<file path="src/rtl/vsq_pkg.sv">
package vsq_pkg;

    localparam int unsigned CH_N     = 3;
    localparam int unsigned CH_SEL_W = $clog2(CH_N);
    localparam int unsigned PH_W     = 3;
    localparam int unsigned WIDX_W   = PH_W - 1;
    localparam int unsigned WORD_N   = 1 << WIDX_W;
    localparam int unsigned REF_W    = 2;

    typedef enum logic [2:0] {
        MD_COLOUR      = 3'd1,
        MD_MONO        = 3'd2,
        MD_FAST_MONO   = 3'd3,
        MD_BURST_MONO  = 3'd4,
        MD_SLOW_COLOUR = 3'd5,
        MD_SLOW_MONO   = 3'd6
    } vsq_mode_e;

    typedef struct packed {
        vsq_mode_e            mode;
        logic [CH_SEL_W-1:0]  mono;
        logic [REF_W-1:0]     rst_ref;
        logic                 cds;
    } vsq_cfg_t;

    localparam vsq_cfg_t CFG_RESET = '{
        mode:    MD_COLOUR,
        mono:    '0,
        rst_ref: 2'b10,
        cds:     1'b1
    };

    // Unknown codes fall back to the default colour mode.
    function automatic vsq_mode_e norm_mode(input logic [2:0] code);
        vsq_mode_e m;
        case (code)
            3'd1, 3'd2, 3'd3, 3'd4, 3'd5, 3'd6: m = vsq_mode_e'(code);
            default:                            m = MD_COLOUR;
        endcase
        return m;
    endfunction

endpackage

</file>
<file path="src/rtl/vsq_cfg_latch.sv">
module vsq_cfg_latch
    import vsq_pkg::*;
(
    input  logic                clk_i,
    input  logic                rst_ni,
    input  logic                load_i,
    input  logic [2:0]          mode_i,
    input  logic [CH_SEL_W-1:0] mono_i,
    input  logic [REF_W-1:0]    ref_i,
    input  logic                cds_i,
    output vsq_cfg_t            cfg_o
);

    vsq_cfg_t cfg_d, cfg_q;

    always_comb begin
        cfg_d = cfg_q;
        if (load_i) begin
            cfg_d.mode    = norm_mode(mode_i);
            cfg_d.mono    = (int'(mono_i) >= CH_N) ? '0 : mono_i;
            cfg_d.rst_ref = ref_i;
            cfg_d.cds     = cds_i;
        end
    end

    always_ff @(posedge clk_i or negedge rst_ni) begin
        if (!rst_ni) cfg_q <= CFG_RESET;
        else         cfg_q <= cfg_d;
    end

    assign cfg_o = cfg_q;

endmodule

</file>
<file path="src/rtl/vsq_mode_decode.sv">
module vsq_mode_decode
    import vsq_pkg::*;
(
    input  vsq_cfg_t           cfg_i,
    output logic [PH_W-1:0]    period_m1_o,
    output logic [PH_W-1:0]    rst_pos_o,
    output logic               cds_on_o,
    output logic               colour_o,
    output logic [WORD_N-1:0]  valid_mask_o
);

    localparam logic [PH_W-1:0] PM1_STD   = PH_W'(5);
    localparam logic [PH_W-1:0] PM1_FAST  = PH_W'(2);
    localparam logic [PH_W-1:0] PM1_BURST = PH_W'(1);
    localparam logic [PH_W-1:0] PM1_SLOW  = PH_W'(7);
    localparam logic [PH_W-1:0] FAST_RST  = PH_W'(1);
    localparam logic [WORD_N-1:0] MASK_ALL_CH = WORD_N'((1 << CH_N) - 1);
    localparam logic [WORD_N-1:0] MASK_FIRST  = WORD_N'(1);

    always_comb begin
        period_m1_o  = PM1_STD;
        colour_o     = 1'b0;
        valid_mask_o = MASK_FIRST;
        rst_pos_o    = PH_W'(cfg_i.rst_ref) + PH_W'(2);
        cds_on_o     = cfg_i.cds;
        case (cfg_i.mode)
            MD_COLOUR: begin
                colour_o     = 1'b1;
                valid_mask_o = MASK_ALL_CH;
            end
            MD_MONO: begin
                period_m1_o = PM1_STD;
            end
            MD_FAST_MONO: begin
                period_m1_o = PM1_FAST;
                rst_pos_o   = FAST_RST;
            end
            MD_BURST_MONO: begin
                period_m1_o = PM1_BURST;
                cds_on_o    = 1'b0;
            end
            MD_SLOW_COLOUR: begin
                period_m1_o  = PM1_SLOW;
                colour_o     = 1'b1;
                valid_mask_o = MASK_ALL_CH;
            end
            MD_SLOW_MONO: begin
                period_m1_o = PM1_SLOW;
            end
            default: begin
                colour_o     = 1'b1;
                valid_mask_o = MASK_ALL_CH;
            end
        endcase
    end

endmodule

</file>
<file path="src/rtl/vsq_phase_ctl.sv">
module vsq_phase_ctl
    import vsq_pkg::*;
(
    input  logic             clk_i,
    input  logic             rst_ni,
    input  logic             vsmp_i,
    input  logic [PH_W-1:0]  period_m1_i,
    output logic             busy_o,
    output logic [PH_W-1:0]  phase_o,
    output logic             sync_err_o
);

    typedef struct packed {
        logic            busy;
        logic [PH_W-1:0] phase;
        logic            err;
    } ph_state_t;

    ph_state_t st_d, st_q;

    always_comb begin
        st_d = st_q;
        if (vsmp_i) begin
            // Restart; an early pulse (before the final phase) is flagged.
            if (st_q.busy && (st_q.phase != period_m1_i)) st_d.err = 1'b1;
            st_d.busy  = 1'b1;
            st_d.phase = '0;
        end else if (st_q.busy) begin
            if (st_q.phase == period_m1_i) begin
                st_d.busy  = 1'b0;
                st_d.phase = '0;
            end else begin
                st_d.phase = st_q.phase + PH_W'(1);
            end
        end
    end

    always_ff @(posedge clk_i or negedge rst_ni) begin
        if (!rst_ni) st_q <= '0;
        else         st_q <= st_d;
    end

    assign busy_o     = st_q.busy;
    assign phase_o    = st_q.phase;
    assign sync_err_o = st_q.err;

endmodule

</file>
<file path="src/rtl/vsq_strobe_gen.sv">
module vsq_strobe_gen
    import vsq_pkg::*;
(
    input  logic                busy_i,
    input  logic [PH_W-1:0]     phase_i,
    input  logic [CH_SEL_W-1:0] mono_i,
    input  logic                colour_i,
    input  logic                cds_on_i,
    input  logic [PH_W-1:0]     rst_pos_i,
    input  logic [WORD_N-1:0]   valid_mask_i,
    output logic [CH_N-1:0]     samp_o,
    output logic                vid_smp_o,
    output logic                rst_smp_o,
    output logic [CH_SEL_W-1:0] mux_sel_o,
    output logic                word_stb_o,
    output logic [WIDX_W-1:0]   word_idx_o,
    output logic                word_valid_o
);

    logic              at_start;
    logic [WIDX_W-1:0] widx;

    assign at_start = busy_i && (phase_i == '0);
    assign widx     = phase_i[PH_W-1:1];

    for (genvar c = 0; c < CH_N; c++) begin : g_ch
        assign samp_o[c] = at_start && (colour_i || (mono_i == CH_SEL_W'(c)));
    end

    always_comb begin
        vid_smp_o    = at_start && cds_on_i;
        rst_smp_o    = busy_i && cds_on_i && (phase_i == rst_pos_i);
        word_stb_o   = busy_i && phase_i[0];
        word_idx_o   = busy_i ? widx : '0;
        word_valid_o = word_stb_o && valid_mask_i[widx];
        mux_sel_o    = '0;
        if (busy_i) begin
            if (!colour_i)            mux_sel_o = mono_i;
            else if (int'(widx) < CH_N) mux_sel_o = CH_SEL_W'(widx);
        end
    end

endmodule

</file>
<file path="src/rtl/vsq_top.sv">
module vsq_top
    import vsq_pkg::*;
(
    input  logic                clk_i,
    input  logic                rst_ni,
    input  logic                vsmp_i,
    input  logic [2:0]          mode_i,
    input  logic [CH_SEL_W-1:0] mono_ch_i,
    input  logic [REF_W-1:0]    rst_ref_i,
    input  logic                cds_en_i,
    output logic [CH_N-1:0]     samp_o,
    output logic                vid_smp_o,
    output logic                rst_smp_o,
    output logic [CH_SEL_W-1:0] mux_sel_o,
    output logic                word_stb_o,
    output logic [WIDX_W-1:0]   word_idx_o,
    output logic                word_valid_o,
    output logic                busy_o,
    output logic                sync_err_o
);

    vsq_cfg_t          cfg_q;
    logic [PH_W-1:0]   period_m1;
    logic [PH_W-1:0]   rst_pos;
    logic              cds_on;
    logic              colour;
    logic [WORD_N-1:0] valid_mask;
    logic [PH_W-1:0]   phase;

    vsq_cfg_latch i_cfg (
        .clk_i  (clk_i),
        .rst_ni (rst_ni),
        .load_i (vsmp_i),
        .mode_i (mode_i),
        .mono_i (mono_ch_i),
        .ref_i  (rst_ref_i),
        .cds_i  (cds_en_i),
        .cfg_o  (cfg_q)
    );

    vsq_mode_decode i_dec (
        .cfg_i        (cfg_q),
        .period_m1_o  (period_m1),
        .rst_pos_o    (rst_pos),
        .cds_on_o     (cds_on),
        .colour_o     (colour),
        .valid_mask_o (valid_mask)
    );

    vsq_phase_ctl i_phase (
        .clk_i       (clk_i),
        .rst_ni      (rst_ni),
        .vsmp_i      (vsmp_i),
        .period_m1_i (period_m1),
        .busy_o      (busy_o),
        .phase_o     (phase),
        .sync_err_o  (sync_err_o)
    );

    vsq_strobe_gen i_stb (
        .busy_i       (busy_o),
        .phase_i      (phase),
        .mono_i       (cfg_q.mono),
        .colour_i     (colour),
        .cds_on_i     (cds_on),
        .rst_pos_i    (rst_pos),
        .valid_mask_i (valid_mask),
        .samp_o       (samp_o),
        .vid_smp_o    (vid_smp_o),
        .rst_smp_o    (rst_smp_o),
        .mux_sel_o    (mux_sel_o),
        .word_stb_o   (word_stb_o),
        .word_idx_o   (word_idx_o),
        .word_valid_o (word_valid_o)
    );

endmodule

</file>
<file path="config.mk">
export PLATFORM = sky130hd
export DESIGN_NAME = vsq_top
export DESIGN_NICKNAME = d
export VERILOG_FILES = /design/src/rtl/vsq_pkg.sv /design/src/rtl/vsq_cfg_latch.sv /design/src/rtl/vsq_mode_decode.sv /design/src/rtl/vsq_phase_ctl.sv /design/src/rtl/vsq_strobe_gen.sv /design/src/rtl/vsq_top.sv
export SDC_FILE = /design/constraint.sdc
export NUM_CORES = 1
export LEC_CHECK = 0
export BUFFER_PORTS_ARGS = -buffer_cell sky130_fd_sc_hd__buf_2
export CAP_MARGIN = 20
export CELL_PAD_IN_SITES_DETAIL_PLACEMENT = 2
export CELL_PAD_IN_SITES_GLOBAL_PLACEMENT = 2
export CORE_MARGIN = 4
export CORE_UTILIZATION = 25
export DETAILED_ROUTE_END_ITERATION = 6
export PLACE_DENSITY = 0.7
export SLEW_MARGIN = 20
export SYNTH_ARGS = -nofsm -noshare
export SYNTH_HDL_FRONTEND = slang
export SYNTH_HIERARCHICAL = 1
export SYNTH_SLANG_ARGS = --single-unit
</file>
<file path="constraint.sdc">
create_clock -name clk_i -period 2.25 [get_ports clk_i]
set_input_delay 0.225 -clock clk_i [delete_from_list [all_inputs] [get_ports clk_i]]
set_output_delay 0.225 -clock clk_i [all_outputs]
set_load 0.05 [all_outputs]
</file>
After elaboration in Yosys (flattened, before gate mapping)
Cells that the tools add are included.
Operators by class
  $add $sub $neg: 2
  multipliers: 0
  divide/modulo/power cells: 0
  $lt $le $gt $ge: 3
  equal/unequal tests: 16
  shifts and indexed selects: 0
  multiplexer cells: 17
  bitwise logic cells: 0
  reduce and logical (&&, ||, !) cells: 20
Operators with widths (number)
  equality test 3 bit, second input constant: 6
  equality test 3 x 2 -> 1 bit, second input constant: 4
  two-way mux 3 bit: 4
  logical AND 1 bit: 10
  two-way mux 2 bit: 5
  case mux 3 bit (3 select lines): 1
  two-way mux 4 bit: 2
  equality test 3 bit: 2
  OR reduction 6 bit: 1
  two-way mux 1 bit: 4
  OR reduction 4 bit: 1
  adder 2 x 2 -> 3 bit, second input constant: 1
  adder 3 x 1 -> 3 bit, second input constant: 1
  equality test 3 x 1 -> 1 bit, second input constant: 1
  zero test 3 bit: 1
  logical OR 1 bit: 3
  less-than comparator 2 x 3 -> 1 bit, second input constant: 1
  inequality test 3 bit: 1
  binary-select mux 1 bit (select 2 bit): 1
  equality test 2 x 1 -> 1 bit, second input constant: 1
  equality test 2 bit, second input constant: 1
  >= comparator 2 bit, second input constant: 1
  zero test 2 bit: 1
  less-than comparator 2 bit, second input constant: 1
  other kinds (3): 3
Word-level totals
  bits in registers: 13
  latch bits: 0
  bits in writable memories: 0
  bits in read-only memories: 0
  input port bits: 11
  output and inout port bits: 13
  logic and storage cells: 65
  memories: 0

Logic depth before layout (Yosys ltp)
Gate-level depths: netlist (run 1).
  depth after elaboration: 7
  depth in mapped cells: 6
  gate-level depth less buffers: 6

By module
The synthesis (run 1) kept the hierarchy.
Modules (own cells, without submodules)
  vsq_cfg_latch: times used 1, cells an instance 25, area each 352.8 um^2
  vsq_phase_ctl: times used 1, cells an instance 26, area each 289.0 um^2
  vsq_strobe_gen: times used 1, cells an instance 26, area each 193.9 um^2
  vsq_mode_decode: times used 1, cells an instance 19, area each 117.6 um^2

Worst setup path before layout (run 1)
OpenSTA, ideal clock, no wires.
  kind: reg2out
  from: reg i_cfg/cfg_o[5] (netlist name)
  to: out rst_smp_o
  arrival time: 2.643 ns
  slack: -0.618 ns
  cell stages (with the launch flop): 6
  path buffers: 0
  cells stage by stage: dfstp_2 -> and3b_2 -> inv_2 -> and2_4 -> xor2_1 -> nor4_1
On the way
  cells in the longest elaborated chain, start to end: 4
Ends and longest elaborated chain
  equality test 3 x 2 -> 1 bit: line vsq_mode_decode.sv:26  | case (cfg_i.mode)
  two-way mux 3 bit: line vsq_mode_decode.sv:26
  net rst_pos[2]: line vsq_top.sv:24  | logic [PH_W-1:0] rst_pos;
  equality test 3 bit: line vsq_strobe_gen.sv:32  | rst_smp_o = busy_i && cds_on_i && (phase_i == rst_pos_i);
  logical AND 1 bit: line vsq_strobe_gen.sv:32
  to (decl): line vsq_top.sv:13  | output logic rst_smp_o,
The timed path passes the listed nets, and every way through them passes these cells.

Final worst setup path (run 1)
  from: reg i_cfg/cfg_o[5] (netlist name)
  to: out rst_smp_o
On the way
  cells in the longest elaborated chain, start to end: 4
Ends and longest elaborated chain (line)
  equality test 3 x 2 -> 1 bit: vsq_mode_decode.sv:26
  two-way mux 3 bit: vsq_mode_decode.sv:26
  net rst_pos[2]: vsq_top.sv:24
  equality test 3 bit: vsq_strobe_gen.sv:32
  logical AND 1 bit: vsq_strobe_gen.sv:32
The timed path passes the listed nets, and every way through them passes these cells.

==> run_results.csv, run 1 <==
group,metric,value,unit
timing,fin_ws,0.115,ns
synthesis,yosys.cell_count.top_type,"dfrtp_1",
synthesis,synth_nets,108,
synthesis,synth.distinct_cells,40,
synthesis,synth_top_area_share,26.2,%
synthesis,yosysTopAreaCell,"dfrtp_1",
synthesis,synth_area,953,um^2
global_route,antenna_found_initial,0,
routing,first_iter_violations,19,
layout,fin_util,31.6,%
critical_path,max_stage_delay,0.56,ns
synthesis,synth_edf_count,0,
pwr,finalPower,1.15,mW
timing,fin_crit_sh,94.9,%
synthesis,ys_warn_count,6,
floorplan,rows,22,
layout,final_area,1160,um^2
routing,ant_nets,0,
min_path,min-delay-path-class,"input port to flop",
timing,tns,0,ns
routing,drc,0,
floorplan,io_pins,24,
cts,root_buffer,"clkbuf_8",
cts,clock_sinks,13,
critical_path,reg2reg_from,"i_cfg/cfg_o[6]",
synthesis,synthCells,96,
timing,hold_ws,0.216,ns
timing,setup_viol_count_final,0,
min_path,min_from,"cds_en_i",
critical_path,required,2.03,ns
layout,fin_nets,133,
cts,cts_buffers,3,
critical_path,startpoint_type,"flop",
layout,syn_to_final_growth,21.5,%
cts,htreeDepth,1,
routing,first_pass_iters,3,
critical_path,critical_path.top_delay_family,"simple AND/OR/NAND/NOR gates",
global_route,grt_use_total,10.5,%
critical_path,cp_num_buf_inv,2,
layout,insertedDiodeCount,0,
synthesis,ys_top_cells_by_area,"dfrtp_1, dfstp_2, mux2_4",
floorplan,core,3660,um^2
synthesis,ys_ff_latch,13,
global_route,grt.overflow.total,0,
critical_path,worstPathArrival,1.91,ns
routing,drt_wl_total,2360,um
layout,drive_gt1_share,40.8,%
run_status,outcome,"completed",
timing,max_freq,468,MHz
floorplan,die_y,69.8,um
timing,slew_viol_final,0,
synthesis,async_reset_ff_share,100,%
cts,clock_path_buffers,2,
cts,post_cts_buffers,0,
critical_path,cpMaxStageDelayCell,"dfstp_2",
flow_run,max-cap-violations,0,
floorplan,initial_core_util,26.0,%
layout,nFillCells,422,
pwr,power.density,996,nW/um^2
routing,dr_total_vias,760,
timing,hold_violations,0,
critical_path,crit_chain,"and3b_2 -> inv_2 -> and2_4 -> xor2_1 -> nor4_2 -> buf_4",
global_route,grt_pass1_vias,893,
timing,skew,0.00168,ns
synthesis,ys_top_cells_by_count,"dfrtp_1, a21oi_1, inv_1, xnor2_1, xor2_1",
layout,fin_cells,168,
critical_path,crit_fanout,5,
critical_path,crit_start,"i_cfg/cfg_o[5]",
pwr,vdd_ir_drop_max,0.344,mV
routing,wl_per_cell,14.1,um
synthesis,synth_ff_type,"dfrtp_1",
place,dp_cells,163,
synthesis,synth_seq_area_share,34.5,%
pwr,p_leak,0.532,nW
critical_path,path_class,"flop to output pin",
floorplan,die_width,69.8,um
place,place_hpwl,1820,um
cts,path_clk_slew,0.06,ns
cts,cts_tree,"built",
place,placement.io_buffers,23,
floorplan,dieArea,4870,um^2
timing,rsz0062_at_grt,"no",
routing,avgViaCountPerCell,4.52,
cts,worstSkewPairLatency,0.24,ns
global_route,grt_first_pass_wirelength,4110,um
place,dp_slack,0.209,ns
place,gp_congestion,0.813,
global_route,grt_max_degree,17,
synthesis,avgSynthCellArea,9.93,um^2
place,place_area,1100,um^2
timing,period_minus_slack,2.13,ns
critical_path,crit_path_end_kind,"output pin",
sequential cells by signal, indices dropped and copies added, names as in the netlist:
name	cells
i_phase/phase_o	3
i_phase/busy_o	1
i_cfg/cfg_o	8
i_phase/sync_err_o	1
worst register-to-register path, delay by kind of cell, from the launching register on:
family / cells / cell delay [ns]
XOR/XNOR: 1 / 0.33
AND/OR/NAND/NOR: 2 / 0.44
AO/OA/AOI/OAI: 2 / 0.46
buffers and inverters: 1 / 0.10
flip-flops: 1 / 0.45
layout make-up:
type                            instances  area, um^2  area share (%)
Multi-Input combinational cell         71         559            48.3
Sequential cell                        13         329            28.4
Timing Repair Buffer                   26         143            12.3
Tap cell                               48        60.1            5.18
Clock buffer                            4        45.0            3.89
Inverter                                6        22.5            1.94
layout by cell type (no fill, tap or decap), types with 2 or more instances in the layout:
master	count
buf_2	22
dfrtp_1	10
a21oi_1	6
inv_1	5
xnor2_1	5
xor2_1	5
nor2_1	4
nand3b_1	4
mux2_4	4
nand2b_1	4
clkbuf_8	3
o21ai_0	3
dfstp_2	3
and2_1	3
buf_4	3
a21boi_0	2
conb_1	2
a31o_2	2
nand2_1	2
a21boi_1	2
kinds of logic (layout without fill, tap and decap cells):
kind of cell / count (synthesis) / in the layout / share of synthesized area (%)
flip-flops: 13 / 13 / 34.5
buffers and inverters: 12 / 36 / 7.87
other: 2 / 2 / 0.788
XOR/XNOR: 10 / 10 / 9.19
AO/OA/AOI/OAI: 19 / 19 / 13.0
multiplexers: 6 / 6 / 10.2
adder cells (fa/ha/maj): 1 / 1 / 1.31
AND/OR/NAND/NOR: 33 / 33 / 23.1
per-layer routing:
| metal | wire, um | share of wire, % | GRT usage, % | up-vias |
|---|---|---|---|---|
| met5 | 0 | 0 | 0 | - |
| met4 | 17 | 0.72 | 3.19 | 0 |
| met3 | 112 | 4.7 | 3.04 | 2 |
| met2 | 1240 | 53 | 19.9 | 18 |
| met1 | 991 | 42 | 11.1 | 370 |
| li1 | - | - | - | 370 |
power breakdown:
part / switching (mW) / internal, mW / total, mW / leakage, nW
combinational: 0.415 / 0.210 / 0.625 / 0.358
sequential: 0.0519 / 0.268 / 0.320 / 0.151
clock: 0.0838 / 0.125 / 0.209 / 0.0228
final timing paths:
kind | endpoint | slack, ns | depth (start not counted)
worst max-delay path | rst_smp_o | 0.12 | 6
worst min-delay path | i_cfg/cfg_o[0] | 0.22 | 2
worst max register to register | i_phase/sync_err_o | 0.36 | 6
worst min register to register | i_phase/sync_err_o | 0.49 | 1
max in group asynchronous | i_cfg/cfg_o[0] | 1.56 | 2
min in group asynchronous | i_cfg/cfg_o[6] | 0.40 | 2
repair_timing:
item / 4_1_cts / 5_1_grt
endpoints found under the hold margin: 10 / 0
resized for setup: 1 / 2
setup endpoints to repair: 1 / 1
hold buffers: 1 / 0
pin swaps: 0 / 0
(Power assumes the default switching activity.)
==> run 2: changes to the inputs <==
- PLACE_DENSITY: 0.7 -> 0.73
- SYNTH_HIERARCHICAL: 1 -> not set
==> run 2 against run 1 <==
  * Largest cell class unchanged
  * Largest power group unchanged
  * Worst hold slack worse by 0.056 ns
  * Non-clock buffer count is 2 lower
  * Flip-flop and latch count unchanged
  * Synthesized cell count rose by 3.1%
  * Via count is 6.4% higher
  * Critical path depth is 1 lower
  * Critical endpoint is now mux_sel_o[0]
  * Combinational power is 31% lower
==> run_results.csv, run 2 <==
group,metric,value,unit
run_status,outcome,"completed",
routing,dr_total_vias,809,
cts,root_buffer,"clkbuf_4",
routing,wl_met3,96,um
floorplan,die_width,67.6,um
timing,maxSlewHeadroom,75.6,%
routing,first_pass_iters,4,
place,dp_slack,0.460,ns
timing,skew,0.000474,ns
cts,htreeDepth,1,
floorplan,rows,21,
routing,ant_nets,0,
layout,layout_commonest_cell,"buf_2",
synthesis,ys_ff_latch,13,
cts,clock_path_buffers,2,
synthesis,synth.distinct_cells,35,
critical_path,ff2ff_path_depth,4,
synthesis,synthCells,99,
global_route,antenna_found_initial,0,
min_path,min_from,"rst_ref_i[1]",
layout,drive_gt1_share,28.7,%
synthesis,synth_edf_count,0,
floorplan,core,3390,um^2
timing,max_freq,478,MHz
routing,wl_per_cell,13.8,um
layout,fin_util,31.7,%
timing,tns,0,ns
layout,final_area,1070,um^2
pwr,p_leak,0.486,nW
routing,avgViaCountPerCell,4.82,
global_route,grt_first_pass_wirelength,3880,um
synthesis,ys_top_cells_by_area,"dfrtp_1, dfstp_2, nand3b_1",
critical_path,startpoint_type,"flop",
critical_path,timing.rr.end,"i_phase.sync_err_o",
routing,first_iter_violations,16,
timing,slew_viol_final,0,
synthesis,avgSynthCellArea,8.96,um^2
synthesis,yosysTopAreaCell,"dfrtp_1",
critical_path,worstPathArrival,1.87,ns
place,place_area,1040,um^2
timing,period_minus_slack,2.09,ns
place,gp_congestion,0.712,
synthesis,synth_area,887,um^2
routing,drc,0,
timing,rsz0062_at_grt,"no",
timing,setup_viol_count_final,0,
timing,fin_crit_sh,93.0,%
min_path,min-delay-path-class,"input port to flop",
critical_path,crit_path_end_kind,"output pin",
layout,fin_nets,136,
place,placement.io_buffers,23,
critical_path,reg2reg_slack,0.68,ns
layout,syn_to_final_growth,21.0,%
cts,worstSkewPairLatency,0.28,ns
routing,highest_layer,"met4",
critical_path,path_class,"flop to output pin",
floorplan,io_pins,24,
layout,largest_reg_flops,8,
place,place_hpwl,1820,um
synthesis,synth_nets,112,
floorplan,dieArea,4570,um^2
pwr,vdd_ir_drop_max,0.182,mV
layout,final_cell_mix,"buf_2, dfrtp_1, nand2_1",
global_route,grt_max_degree,22,
floorplan,die_y,67.6,um
synthesis,ys_warn_count,0,
global_route,grt_pass1_vias,828,
critical_path,reg2reg_from,"i_cfg.cfg_o[5]",
cts,path_clk_slew,0.08,ns
global_route,grt_use_total,11.1,%
routing,met2WireLength,1110,um
cts,post_cts_resized,0,
synthesis,yosys.cell_count.top_type,"dfrtp_1",
timing,fin_ws,0.158,ns
timing,hold_violations,0,
synthesis,synth_ff_type,"dfrtp_1",
cts,cts_buffers,3,
cts,cts_tree,"built",
layout,insertedDiodeCount,0,
routing,wl_met1,1080,um
global_route,grt.overflow.total,0,
min_path,min_path_cells,3,
critical_path,crit_fanout,7,
cts,clock_sinks,13,
flow_run,max-cap-violations,0,
synthesis,async_reset_ff_share,100,%
pwr,power.density,827,nW/um^2
min_path,holdPathEnd,"i_cfg.cfg_o[2]",
critical_path,required,2.03,ns
timing,worst_slew_pin_slew,0.366,ns
floorplan,initial_core_util,26.2,%
synthesis,synth_top_area_share,28.2,%
layout,nFillCells,397,
synthesis,ys_top_cells_by_count,"dfrtp_1, nand2_1, inv_1, nor2_1, a21oi_1",
synthesis,synth_seq_area_share,37.1,%
routing,drt_wl_total,2320,um
-- run 2: cell count changes after synthesis, sizes merged, moves of 4 or more --
cell | previous run | this run
mux2i | 0 | 4
a21boi | 4 | 0
clkbuf | 0 | 4
nand2 | 2 | 8
buf | 6 | 1
xor2 | 5 | 0
-- run 2: logic make-up after synthesis --
group                    after synthesis  share of synthesized area [%]
AND/OR/NAND/NOR                       42                           27.1
AO/OA/AOI/OAI                         22                           16.5
flip-flops                            13                           37.1
buffers and inverters                 12                           6.06
multiplexers                           6                           8.46
XOR/XNOR                               2                           1.97
adder cells (fa/ha/maj)                2                           2.82
-- run 2: stage by stage --
step,hold slack (ns),std cells,total power [mW]
3_5_place_dp,0.137,163,0.746
5_1_grt,0.171,168,0.945
4_1_cts,0.164,168,0.900
2_1_floorplan,-0.0706,99,0.641
6_report,0.160,168,0.888
3_3_place_gp,0.127,163,0.734
-- run 2: critical path, cell delays in order (launching register included) --
cell,delay [ns]
dfrtp_1,0.43
inv_1,0.17
mux2i_4,0.39
mux2i_1,0.21
and2_1,0.13
buf_2,0.26
-- run 2: power by group --
part,internal (mW),total [mW],switching (mW)
clock,0.0688,0.151,0.0820
sequential,0.262,0.307,0.0451
combinational,0.132,0.430,0.298
-- run 2: worst max-delay path by stage --
stage                               from           end  slack, ns  cells after the start
after floorplan           i_phase.busy_o     samp_o[0]       0.28                      3
after global placement    i_cfg.cfg_o[7]  mux_sel_o[0]       0.47                      5
after detailed placement  i_cfg.cfg_o[7]  mux_sel_o[1]       0.46                      5
after CTS                 i_cfg.cfg_o[7]  mux_sel_o[1]       0.14                      5
after global routing      i_cfg.cfg_o[7]  mux_sel_o[1]       0.01                      5
final                     i_cfg.cfg_o[7]  mux_sel_o[0]       0.16                      5
-- run 2: area by class of cell --
type                    count  area [um^2]  share of cell area (%)
clock buffers               4         26.3                    2.45
multi-input cells          74          509                    47.4
well taps                  46         57.6                    5.36
inverters                   7         26.3                    2.45
flip-flops and latches     13          329                    30.7
repair buffers             24          125                    11.7
-- run 2: per-layer routing --
layer | up-vias | GRT usage, %
met5 | - | 0
met4 | 0 | 5.32
met3 | 2 | 1.33
met2 | 15 | 18.3
met1 | 404 | 14.1
li1 | 388 | -
-- run 2: repair_timing --
action / in CTS / in global routing
hold endpoints to repair: 10 / 0
buffers inserted: 0 / 0
hold buffers: 1 / 0
